==> src/rtl/mmu_regs_pkg.sv <==
package mmu_regs_pkg;
  localparam int REG_NUM_W = 4;
  localparam int CTL_W = 4;

  localparam logic [REG_NUM_W-1:0] SEL_CTL = 4'd1;
  localparam logic [REG_NUM_W-1:0] SEL_BASE = 4'd2;
  localparam logic [REG_NUM_W-1:0] SEL_DOM = 4'd3;
  localparam logic [REG_NUM_W-1:0] SEL_FSTAT = 4'd5;
  localparam logic [REG_NUM_W-1:0] SEL_FADDR = 4'd6;
  localparam logic [REG_NUM_W-1:0] SEL_TLB = 4'd8;

  localparam int CTL_BIT_M = 0;
  localparam int CTL_BIT_A = 1;
  localparam int CTL_BIT_S = 2;
  localparam int CTL_BIT_R = 3;

  typedef enum logic [1:0] {
    TLB_NOP       = 2'd0,
    TLB_INV_ALL   = 2'd1,
    TLB_INV_ENTRY = 2'd2,
    TLB_RSVD      = 2'd3
  } tlbOp_e;

  typedef struct packed {
    logic wrCtl;
    logic wrBase;
    logic wrDom;
    logic wrFstat;
    logic wrFaddr;
    logic capAbort;
    logic invAll;
    logic invEntry;
  } regStrobe_t;
endpackage

==> src/rtl/mmu_reg_ctrl.sv <==
module mmu_reg_ctrl
  import mmu_regs_pkg::*;
(
  input  logic [REG_NUM_W-1:0] regSel,
  input  logic                 wrEn,
  input  logic [1:0]           tlbOp,
  input  logic                 abortValid,
  output regStrobe_t           strb
);
  always_comb begin
    strb = '0;
    strb.capAbort = abortValid;
    if (wrEn) begin
      unique case (regSel)
        SEL_CTL:   strb.wrCtl = 1'b1;
        SEL_BASE:  strb.wrBase = 1'b1;
        SEL_DOM:   strb.wrDom = 1'b1;
        // hardware capture takes priority over software on the fault pair
        SEL_FSTAT: strb.wrFstat = !abortValid;
        SEL_FADDR: strb.wrFaddr = !abortValid;
        SEL_TLB: begin
          strb.invAll   = (tlbOp == TLB_INV_ALL);
          strb.invEntry = (tlbOp == TLB_INV_ENTRY);
        end
        default: ;
      endcase
    end
  end
endmodule

==> src/rtl/mmu_reg_dp.sv <==
module mmu_reg_dp
  import mmu_regs_pkg::*;
#(
  parameter int DATA_W = 32,
  parameter int BASE_LSB = 14,
  parameter int FTYPE_W = 4,
  parameter int FDOM_W = 4
) (
  input  logic                 clk,
  input  logic                 rstN,
  input  regStrobe_t           strb,
  input  logic [REG_NUM_W-1:0] regSel,
  input  logic                 rdEn,
  input  logic [DATA_W-1:0]    wrData,
  input  logic [FTYPE_W-1:0]   abortType,
  input  logic [FDOM_W-1:0]    abortDomain,
  input  logic [DATA_W-1:0]    abortAddr,
  output logic [DATA_W-1:0]    rdData,
  output logic [CTL_W-1:0]     ctlBits,
  output logic [DATA_W-1:0]    tableBase,
  output logic [DATA_W-1:0]    domainAccess,
  output logic                 tlbInvAll,
  output logic                 tlbInvEntry,
  output logic [DATA_W-1:0]    tlbInvAddr
);
  localparam int FS_W = FTYPE_W + FDOM_W;

  logic [CTL_W-1:0]           ctlQ;
  logic [DATA_W-1:BASE_LSB]   baseQ;
  logic [DATA_W-1:0]          domQ;
  logic [FS_W-1:0]            fstatQ;
  logic [DATA_W-1:0]          faddrQ;

  always_ff @(posedge clk or negedge rstN) begin
    if (!rstN) begin
      ctlQ        <= '0;
      baseQ       <= '0;
      domQ        <= '0;
      fstatQ      <= '0;
      faddrQ      <= '0;
      tlbInvAll   <= 1'b0;
      tlbInvEntry <= 1'b0;
      tlbInvAddr  <= '0;
    end else begin
      if (strb.wrCtl)  ctlQ  <= wrData[CTL_W-1:0];
      if (strb.wrBase) baseQ <= wrData[DATA_W-1:BASE_LSB];
      if (strb.wrDom)  domQ  <= wrData;
      if (strb.capAbort) begin
        fstatQ <= {abortDomain, abortType};
        faddrQ <= abortAddr;
      end else begin
        if (strb.wrFstat) fstatQ <= wrData[FS_W-1:0];
        if (strb.wrFaddr) faddrQ <= wrData;
      end
      tlbInvAll   <= strb.invAll;
      tlbInvEntry <= strb.invEntry;
      tlbInvAddr  <= strb.invEntry ? wrData : '0;
    end
  end

  always_comb begin
    rdData = '0;
    if (rdEn) begin
      unique case (regSel)
        SEL_CTL:   rdData[CTL_W-1:0] = ctlQ;
        SEL_BASE:  rdData = {baseQ, {BASE_LSB{1'b0}}};
        SEL_DOM:   rdData = domQ;
        SEL_FSTAT: rdData[FS_W-1:0] = fstatQ;
        SEL_FADDR: rdData = faddrQ;
        default:   rdData = '0;
      endcase
    end
  end

  assign ctlBits      = ctlQ;
  assign tableBase    = {baseQ, {BASE_LSB{1'b0}}};
  assign domainAccess = domQ;
endmodule

==> src/rtl/mmu_regfile.sv <==
module mmu_regfile
  import mmu_regs_pkg::*;
#(
  parameter int DATA_W = 32,
  parameter int BASE_LSB = 14,
  parameter int FTYPE_W = 4,
  parameter int FDOM_W = 4
) (
  input  logic                 clk,
  input  logic                 rstN,
  input  logic [REG_NUM_W-1:0] regSel,
  input  logic                 rdEn,
  input  logic                 wrEn,
  input  logic [DATA_W-1:0]    wrData,
  input  logic [1:0]           tlbOp,
  output logic [DATA_W-1:0]    rdData,
  input  logic                 abortValid,
  input  logic [FTYPE_W-1:0]   abortType,
  input  logic [FDOM_W-1:0]    abortDomain,
  input  logic [DATA_W-1:0]    abortAddr,
  output logic                 ctlMmuEn,
  output logic                 ctlAlignEn,
  output logic                 ctlProtS,
  output logic                 ctlProtR,
  output logic [DATA_W-1:0]    tableBase,
  output logic [DATA_W-1:0]    domainAccess,
  output logic                 tlbInvAll,
  output logic                 tlbInvEntry,
  output logic [DATA_W-1:0]    tlbInvAddr
);
  regStrobe_t        strb;
  logic [CTL_W-1:0]  ctlBits;

  mmu_reg_ctrl u_ctrl (
    .regSel     (regSel),
    .wrEn       (wrEn),
    .tlbOp      (tlbOp),
    .abortValid (abortValid),
    .strb       (strb)
  );

  mmu_reg_dp #(
    .DATA_W   (DATA_W),
    .BASE_LSB (BASE_LSB),
    .FTYPE_W  (FTYPE_W),
    .FDOM_W   (FDOM_W)
  ) u_dp (
    .clk          (clk),
    .rstN         (rstN),
    .strb         (strb),
    .regSel       (regSel),
    .rdEn         (rdEn),
    .wrData       (wrData),
    .abortType    (abortType),
    .abortDomain  (abortDomain),
    .abortAddr    (abortAddr),
    .rdData       (rdData),
    .ctlBits      (ctlBits),
    .tableBase    (tableBase),
    .domainAccess (domainAccess),
    .tlbInvAll    (tlbInvAll),
    .tlbInvEntry  (tlbInvEntry),
    .tlbInvAddr   (tlbInvAddr)
  );

  assign ctlMmuEn   = ctlBits[CTL_BIT_M];
  assign ctlAlignEn = ctlBits[CTL_BIT_A];
  assign ctlProtS   = ctlBits[CTL_BIT_S];
  assign ctlProtR   = ctlBits[CTL_BIT_R];
endmodule

==> config.mk <==
export PLATFORM = sky130hd
export DESIGN_NAME = mmu_regfile
export DESIGN_NICKNAME = d
export VERILOG_FILES = /design/src/rtl/mmu_regs_pkg.sv /design/src/rtl/mmu_reg_ctrl.sv /design/src/rtl/mmu_reg_dp.sv /design/src/rtl/mmu_regfile.sv
export SDC_FILE = /design/constraint.sdc
export NUM_CORES = 1
export LEC_CHECK = 0
export BUFFER_PORTS_ARGS = -buffer_cell sky130_fd_sc_hd__buf_2
export CAP_MARGIN = 30
export CORE_MARGIN = 1
export CORE_UTILIZATION = 30
export CTS_CLUSTER_DIAMETER = 150
export DETAILED_ROUTE_END_ITERATION = 6
export PLACE_DENSITY_LB_ADDON = 0.3
export SYNTH_ARGS = -nofsm -noshare
export SYNTH_HDL_FRONTEND = slang
export SYNTH_SLANG_ARGS = --single-unit
==> constraint.sdc <==
create_clock -name clk -period 1.59 [get_ports clk]
set_input_delay 0.2385 -clock clk [delete_from_list [all_inputs] [get_ports clk]]
set_output_delay 0.2385 -clock clk [all_outputs]
set_load 0.005 [all_outputs]
==> impl_metrics.py, run 1 <==
metrics = {
    "global_route": {
        "grt_use_total_pct": 19.7,
        "grtUsageMet3_pct": 3.58,
        "grt_util_met2_pct": 30.6,
        "grt_pass1_vias": 5540,
        "grt_pass1_wl_um": 32300,
        "grt_max_degree": 81,
        "busiest_layer": "met2",
        "antenna_found_initial": 2,
        "overflow": 0,
        "use_met1_pct": 26.8,
    },
    "placed_design": {
        "place_inst": 1055,
        "io_buffers": 202,
        "hpwlAfterDp_um": 14300,
        "gp_congestion": 0.850,
    },
    "sta": {
        "rsz0062_at_grt": "yes",
        "fmax_ghz": 0.586,
        "fin_crit_ps": 1710,
        "fin_setup_tns_ps": -879,
        "setup_viol_count_final": 26,
        "slew_viol_final": 0,
        "fin_crit_sh_pct": 107,
        "hold_violations": 0,
        "holdWs_ps": 58.7,
        "setup_ws_ps": -116,
        "finClkSkew_ps": 0,
    },
    "worst_setup_path": {
        "cp-end-kind": "output pin",
        "crit_required_ps": 1350,
        "cp_data_arrival_time_ps": 1470,
        "worst-path-max-fanout": 2,
        "path_class": "reg2out",
        "cp-start-kind": "flop",
    },
    "worst_hold_path": {
        "hold_class": "in2reg",
    },
    "clock_tree": {
        "cts_tree": "built",
        "cts.path.max_buffers": 2,
        "cts.sinks": 128,
        "cts.htree.levels": 4,
        "cts_buffers": 17,
        "insertion_delay_ps": 410,
        "clk_pin_slew_ps": 60,
        "cts_root_buf": "clkbuf_16",
    },
    "pwr": {
        "p_leak_nw": 4.44,
        "ir_worst_vdd_mv": 0.708,
        "p_per_area_nw_per_um2": 1110,
    },
    "synth": {
        "syn_area_per_cell_um2": 11.1,
        "synth_cell_types": 40,
        "ys_ff_latch": 128,
        "ys.flop_type": "dfrtp_1",
        "ys_seq_area_share_pct": 50.1,
        "syn_area_um2": 6390,
        "syn_inst": 574,
        "async_reset_ff_share_pct": 100,
        "yosysWarnings": 0,
        "synth_edf_count": 0,
    },
    "cells_and_area": {
        "final_common_cell": "buf_2",
        "fillers": 2058,
        "final_cell_mix": "197 x buf_2, 128 x dfrtp_1, 76 x buf_4",
        "fin_nets": 919,
        "regArea_um2": 3200,
        "multi_input_area_um2": 3120,
        "drive_gt1_share_pct": 52.3,
        "final_cell_count_no_fill": 1126,
        "syn_to_final_growth_pct": 44.4,
    },
    "detailed_routing": {
        "wl_per_cell_um": 18.5,
        "drc": 0,
        "ant_nets": 0,
        "route.final.wire_length_um": 20900,
        "vias_per_cell": 4.88,
        "dr.pass1.iters": 5,
        "dr_total_vias": 5493,
        "drt_iter0_markers": 154,
    },
    "die": {
        "core_area_um2": 21000,
        "start_util_pct": 30.5,
        "io_pins": 217,
        "fp-row-count": 53,
        "die_h_um": 148,
        "die_x_um": 148,
        "dieArea_um2": 21900,
    },
    "run_status": {
        "status": "finished with violations",
        "violations": "negative setup slack",
    },
    "run": {
        "maxCapViolCount": 0,
    },
}
## path summary, 6_finish.rpt
path | start | end | slack, ps | cells past startpoint
hold / removal | abortAddr[6] | u_dp.faddrQ[6] | 60 | 3
setup reg to reg | u_dp.domainAccess[24] | u_dp.domainAccess[24] | 570 | 3
min in group asynchronous | rstN | u_dp.tlbInvAddr[8] | 320 | 2
setup / recovery | u_dp.ctlBits[3] | rdData[3] | -120 | 4
hold reg to reg | u_dp.baseQ[27] | u_dp.baseQ[27] | 530 | 1
max in group asynchronous | rstN | u_dp.baseQ[22] | 720 | 3
## cell families (layout without fill, tap and decap cells)
| family | after synthesis | count (layout) | synth area share, % |
|---|---|---|---|
| flops | 128 | 128 | 50.1 |
| xor+xnor | 1 | 1 | 0.137 |
| mux | 75 | 75 | 14.9 |
| other cells | 1 | 16 | 0.0587 |
| simple gates | 141 | 141 | 13.9 |
| compound gates | 162 | 162 | 14.8 |
| buf+inv | 66 | 328 | 5.99 |
## layout make-up
class,instances,area share [%]
clock inverter,12,1.71
inverter,2,0.0813
clock buffer,20,5.06
multi-input combinational,393,33.8
tap,275,3.73
antenna,2,0.0542
timing repair buffer,294,20.8
sequential,128,34.7
## cells in the mapped netlist, drive strengths merged (4+ instances only)
library cell  number  area, um2
dfrtp            128       3200
mux2              73        935
o21ai             44        220
a21oi             43        215
nor2b             43        269
a31oi             42        263
buf               39        282
and2              32        200
a22oi             26        195
clkbuf            25       93.8
nor2              24       90.1
nand2             11       48.8
and3b              9       78.8
a211oi             4       30.0
and4b              4       40.0
## per-layer routing
metal	wire (um)	part of all wire, %
met1	9750	47
met2	9740	47
met3	896	4.3
met4	476	2.3
met5	0	0
## state kept, by name (all words and copies together), names as in the netlist
signal	flops
u_dp.tlbInvAddr	32
u_dp.domainAccess	32
u_dp.ctlBits	4
u_dp.tlbInvEntry	1
u_dp.baseQ	18
u_dp.fstatQ	8
u_dp.tlbInvAll	1
u_dp.faddrQ	32
## where the power goes
part	switching [mW]	total, mW	internal [mW]
Sequential	0.305	3.99	3.68
Clock	1.51	4.11	2.60
Combinational	0.900	2.18	1.28
## worst max-delay path: stages, from the launching register on
cell	delay (ps)
dfrtp_1	380
mux2i_1	70
or3_1	300
a31oi_1	150
buf_2	150
## metrics by stage
step | area (um2) | power, mW | util, % | worst slack (ps)
finish | 9230 | 10.3 | 44.0 | -116
global route | 9230 | 10.8 | 44.0 | -204
CTS | 9060 | 10.3 | 43.2 | -147
detailed placement | 8030 | 5.77 | 38.3 | -146
global placement | 8030 | 5.75 | 38.3 | -181
floorplan | 6440 | 4.88 | - | 102
## timing repair
action | CTS | global route
gates cloned | 0 | 0
gates resized for setup | 42 | 30
pin swaps | 47 | 12
buffers inserted | 30 | 8
hold buffers | 1 | 0
endpoints found under the hold margin | 34 | 0
setup endpoints to repair | 29 | 32
No activity file was read; power rests on OpenSTA's default activity.
==> run 2: changes to the inputs <==
--- a/config.mk
+++ b/config.mk
@@ -12,6 +12,8 @@
 export CTS_CLUSTER_DIAMETER = 150
 export DETAILED_ROUTE_END_ITERATION = 6
 export PLACE_DENSITY_LB_ADDON = 0.3
+export SLEW_MARGIN = 20
 export SYNTH_ARGS = -nofsm -noshare
 export SYNTH_HDL_FRONTEND = slang
 export SYNTH_SLANG_ARGS = --single-unit
+export TNS_END_PERCENT = 5
==> run 2 against run 1 <==
Net effect:
- the run still ends with negative setup slack left
- clock-buffer cell count stayed put
- register-to-register slack improved by 120 ps
- clock skew stayed put
- first-iteration DRC count rose by 47%
- critical path type unchanged
- largest power group unchanged
==> impl_metrics.py, run 2 (synthesis gave the netlist of run 1 again) <==
metrics = {
    "run_status": {
        "status": "finished with violations",
        "violations": "negative setup slack",
    },
    "global_route": {
        "grt_pass1_wl_um": 31600,
        "grt_max_degree": 81,
        "antenna_found_initial": 2,
        "grt_pass1_vias": 5379,
        "overflow": 0,
        "grt_use_total_pct": 19.3,
    },
    "cells_and_area": {
        "fin_nets": 887,
        "final_cell_mix": "197 x buf_2, 128 x dfrtp_1, 44 x buf_4",
        "syn_to_final_growth_pct": 39.1,
        "final_common_cell": "buf_2",
        "final_area_um2": 8890,
        "final_core_util_pct": 42.4,
        "drive_gt1_share_pct": 49.6,
    },
    "die": {
        "die_x_um": 148,
        "dieArea_um2": 21900,
        "core_area_um2": 21000,
        "io_pins": 217,
        "die_h_um": 148,
        "start_util_pct": 30.5,
        "fp-row-count": 53,
    },
    "placed_design": {
        "post-place-ws_ps": -146,
        "io_buffers": 202,
        "hpwlAfterDp_um": 14300,
        "post_dp_cell_area_um2": 8030,
        "gp_congestion": 0.850,
    },
    "pwr": {
        "p_leak_nw": 4.23,
        "p_per_area_nw_per_um2": 1120,
        "ir_worst_vdd_mv": 0.710,
    },
    "worst_setup_path": {
        "path_class": "reg2out",
        "slowest_delay_ps": 370,
        "crit_required_ps": 1350,
        "crit_chain": "mux2i_1 -> or3_1 -> a31oi_1 -> buf_2",
        "cp-start-kind": "flop",
        "reg2regPathDepth": 2,
        "cp_slowest_cell": "dfrtp_1",
        "cp_data_arrival_time_ps": 1470,
        "worst-path-max-fanout": 2,
        "cp-end-kind": "output pin",
    },
    "sta": {
        "fmax_ghz": 0.587,
        "hold_violations": 0,
        "fin_crit_ps": 1700,
        "fin_setup_tns_ps": -1570,
        "setup_ws_ps": -115,
        "rsz0062_at_grt": "yes",
        "setup_viol_count_final": 26,
        "finClkSkew_ps": 0,
        "slew_viol_final": 0,
        "fin_crit_sh_pct": 107,
        "holdWs_ps": 55.7,
    },
    "clock_tree": {
        "cts.sinks": 128,
        "cts.htree.levels": 4,
        "cts_buffers": 17,
        "cts_tree": "built",
        "cts.path.max_buffers": 2,
        "cts_root_buf": "clkbuf_16",
        "insertion_delay_ps": 420,
        "clk_pin_slew_ps": 60,
    },
    "worst_hold_path": {
        "hold-path-cell-count": 3,
        "hold_class": "in2reg",
    },
    "detailed_routing": {
        "vias_per_cell": 4.94,
        "wl_per_cell_um": 18.7,
        "drt_iter0_markers": 226,
        "drc": 0,
        "ant_nets": 0,
        "route.final.wire_length_um": 20500,
        "dr_total_vias": 5404,
        "dr.pass1.iters": 5,
    },
    "run": {
        "maxCapViolCount": 0,
    },
}
## run 2: cell type report
type / instances / area [um2]
clock inverters: 12 / 158
diodes: 2 / 5.00
fillers: 2079 / 12100
flip-flops and latches: 128 / 3200
inverters: 2 / 7.51
multi-input cells: 393 / 3050
repair buffers: 262 / 1650
clock buffers: 20 / 467
well taps: 275 / 344
## run 2: power by group
part	internal, mW	switching [mW]
sequential	3.68	0.334
combinational	1.03	0.796
clock	2.60	1.52
total	7.31	2.65
## run 2: per-stage QoR
stage,power (mW),std cells
after floorplan,4.88,587
after global routing,10.4,1094
after global placement,5.75,1055
final,9.95,1094
after detailed placement,5.77,1055
after CTS,9.99,1092
## run 2: final timing paths
path	from	endpoint	slack [ps]
setup / recovery	u_dp.ctlBits[3]	rdData[3]	-110
hold / removal	abortAddr[6]	u_dp.faddrQ[6]	60
setup reg to reg	u_dp.ctlBits[1]	u_dp.ctlBits[1]	690
hold reg to reg	u_dp.baseQ[18]	u_dp.baseQ[18]	530
max in group asynchronous	rstN	u_dp.faddrQ[22]	720
min in group asynchronous	rstN	u_dp.tlbInvAddr[8]	320
## run 2: routing by layer
metal | up-vias | part of all wire, % | track usage [%]
li1 | 2500 | - | -
met4 | 0 | 2.1 | 7.53
met1 | 2705 | 47 | 26.2
met3 | 27 | 4.1 | 3.67
met2 | 172 | 47 | 30.1
met5 | - | 0 | 0
## run 2: worst max-delay path: cells and delay by family, from the launching register on
family | cells | cell delay, ps
DFF | 1 | 370
and+or+nand+nor | 1 | 300
AOI/OAI and AO/OA | 1 | 160
buffers and inverters | 1 | 150
muxes | 1 | 70
## run 2: repair_timing
action	4_1_cts	5_1_grt
endpoints found under the hold margin	34	0
gates cloned	0	0
endpoints found under the setup margin	29	32
hold buffers	1	0
resized for setup	15	36
pin swaps	19	5
setup buffers	5	0
==> run 3: changes to the inputs <==
--- a/config.mk
+++ b/config.mk
@@ -7,7 +7,7 @@
 export LEC_CHECK = 0
 export BUFFER_PORTS_ARGS = -buffer_cell sky130_fd_sc_hd__buf_2
 export CAP_MARGIN = 30
-export CORE_MARGIN = 1
+export CORE_MARGIN = 4
 export CORE_UTILIZATION = 30
 export CTS_CLUSTER_DIAMETER = 150
 export DETAILED_ROUTE_END_ITERATION = 6
==> run 3 against run 2 <==
Net effect:
- the flow still finishes with violations (negative setup slack)
- highest routed layer is now met5
- critical path type unchanged
- hold slack better by 2.7 ps
- largest power group unchanged
- clock power is 4% higher
- sequential share of layout area is 0.081 points lower
- register-to-register slack barely moved
- global-route usage is 1.4 points lower
==> impl_metrics.py, run 3 (synthesis gave the netlist of run 1 again) <==
metrics = {
    "die": {
        "fp-row-count": 53,
        "io_pins": 217,
        "start_util_pct": 30.5,
        "dieArea_um2": 23700,
        "die_x_um": 154,
        "die_h_um": 154,
        "core_area_um2": 21000,
    },
    "worst_setup_path": {
        "path_buf_inv": 1,
        "crit_chain": "mux2i_1 -> or3_1 -> a31oi_2 -> buf_2",
        "reg2regPathDepth": 2,
        "worst-path-max-fanout": 2,
        "cp-end-kind": "output pin",
        "crit_required_ps": 1350,
        "cp-startpoint": "u_dp.ctlBits[3]",
        "path_class": "reg2out",
        "cp_slowest_cell": "dfrtp_1",
        "cp_top_family": "flip-flops",
        "cp_data_arrival_time_ps": 1480,
        "cp-start-kind": "flop",
        "reg2reg_slack_ps": 690,
        "slowest_delay_ps": 360,
        "r2r-start": "u_dp.domainAccess[31]",
        "rr_endpoint": "u_dp.domainAccess[31]",
    },
    "cells_and_area": {
        "final_core_util_pct": 42.5,
        "final_cell_mix": "197 x buf_2, 128 x dfrtp_1, 49 x buf_4",
        "syn_to_final_growth_pct": 39.4,
        "drive_gt1_share_pct": 49.1,
        "final_cell_count_no_fill": 1094,
        "final_common_cell": "buf_2",
        "fin_nets": 888,
        "final_area_um2": 8910,
    },
    "detailed_routing": {
        "ant_nets": 0,
        "drc": 0,
        "route.final.wire_length_um": 21300,
        "dr.pass1.iters": 5,
        "drt_iter0_markers": 291,
        "dr_total_vias": 5385,
        "wl_per_cell_um": 19.5,
        "vias_per_cell": 4.92,
    },
    "clock_tree": {
        "clk_pin_slew_ps": 60,
        "cts.path.max_buffers": 2,
        "cts.htree.levels": 4,
        "insertion_delay_ps": 420,
        "cts_tree": "built",
        "cts.sinks": 128,
        "cts_root_buf": "clkbuf_16",
        "cts_buffers": 17,
    },
    "pwr": {
        "p_per_area_nw_per_um2": 1140,
        "combinationalPowerShare_pct": 18.2,
        "finalPower_mw": 10.1,
        "switchingPower_mw": 2.74,
        "ir_worst_vdd_mv": 0.653,
        "clkPwrFrac_pct": 42.1,
        "p_sw_share_pct": 27.1,
        "internal-power_mw": 7.37,
        "p_leak_nw": 4.26,
        "share_seq_of_total_power_pct": 39.7,
    },
    "worst_hold_path": {
        "hold-path-cell-count": 2,
        "holdPathEnd": "u_dp.tlbInvAddr[12]",
        "hp-start": "wrData[12]",
        "hold_class": "in2reg",
    },
    "global_route": {
        "grt_pass1_vias": 5684,
        "grt_max_degree": 81,
        "grt_pass1_wl_um": 33000,
        "antenna_found_initial": 1,
        "grt_use_total_pct": 17.8,
        "overflow": 0,
    },
    "placed_design": {
        "io_buffers": 202,
        "post_dp_cell_area_um2": 8070,
        "post-place-ws_ps": -132,
        "hpwlAfterDp_um": 15100,
        "place_inst": 1057,
        "gp_congestion": 0.842,
    },
    "sta": {
        "rsz0062_at_grt": "yes",
        "fin_setup_tns_ps": -1400,
        "setup_viol_count_final": 26,
        "slew_viol_final": 0,
        "finClkSkew_ps": 0,
        "hold_violations": 0,
        "fin_crit_sh_pct": 108,
        "holdWs_ps": 58.4,
        "fmax_ghz": 0.582,
        "fin_crit_ps": 1720,
        "setup_ws_ps": -128,
    },
    "run_status": {
        "violations": "negative setup slack",
        "status": "finished with violations",
    },
    "run": {
        "maxCapViolCount": 0,
    },
}
[run 3: power groups by stage]
| stage | Combinational [mW] | Sequential [mW] | Clock, mW |
|---|---|---|---|
| CTS | 1.82 | 4.00 | 4.36 |
| floorplan | 0.873 | 4.01 | 0 |
| detailed placement | 1.74 | 4.06 | 0 |
| global route | 2.01 | 4.08 | 4.53 |
| finish | 1.84 | 4.01 | 4.26 |
| global placement | 1.72 | 4.06 | 0 |
[run 3: timing repair]
action	4_1_cts	5_1_grt
pin swaps	15	3
endpoints found under the setup margin	32	32
hold endpoints to repair	32	0
setup buffers	3	0
hold buffers	1	0
resized for setup	20	23
[run 3: worst register-to-register path: cells and delay by family (launching register included)]
family / cells / cell delay (ps)
multiplexers: 1 / 250
buffers and inverters: 1 / 150
flip-flops: 1 / 380
[run 3: worst max-delay path by stage]
stage / slack [ps] / to / depth (start not counted)
2_1_floorplan: 100 / u_dp.domainAccess[10] / 5
3_3_place_gp: -130 / rdData[16] / 7
3_5_place_dp: -130 / rdData[15] / 6
5_1_grt: -190 / rdData[0] / 4
6_report: -130 / rdData[3] / 4
4_1_cts: -170 / rdData[3] / 4
[run 3: area by class of cell]
cell class,instances,area (um2)
Antenna cell,1,2.50
Clock buffer,17,425
Clock inverter,15,208
Fill cell,2062,12000
Inverter,2,7.51
Multi-Input combinational cell,393,3050
Sequential cell,128,3200
Tap cell,275,344
Timing Repair Buffer,263,1670
[run 3: metal layers]
metal	share of wire, %	track usage, %
met5	0.033	0
met2	46	26.9
met4	2.3	6.90
met3	6.0	4.39
met1	46	24.7
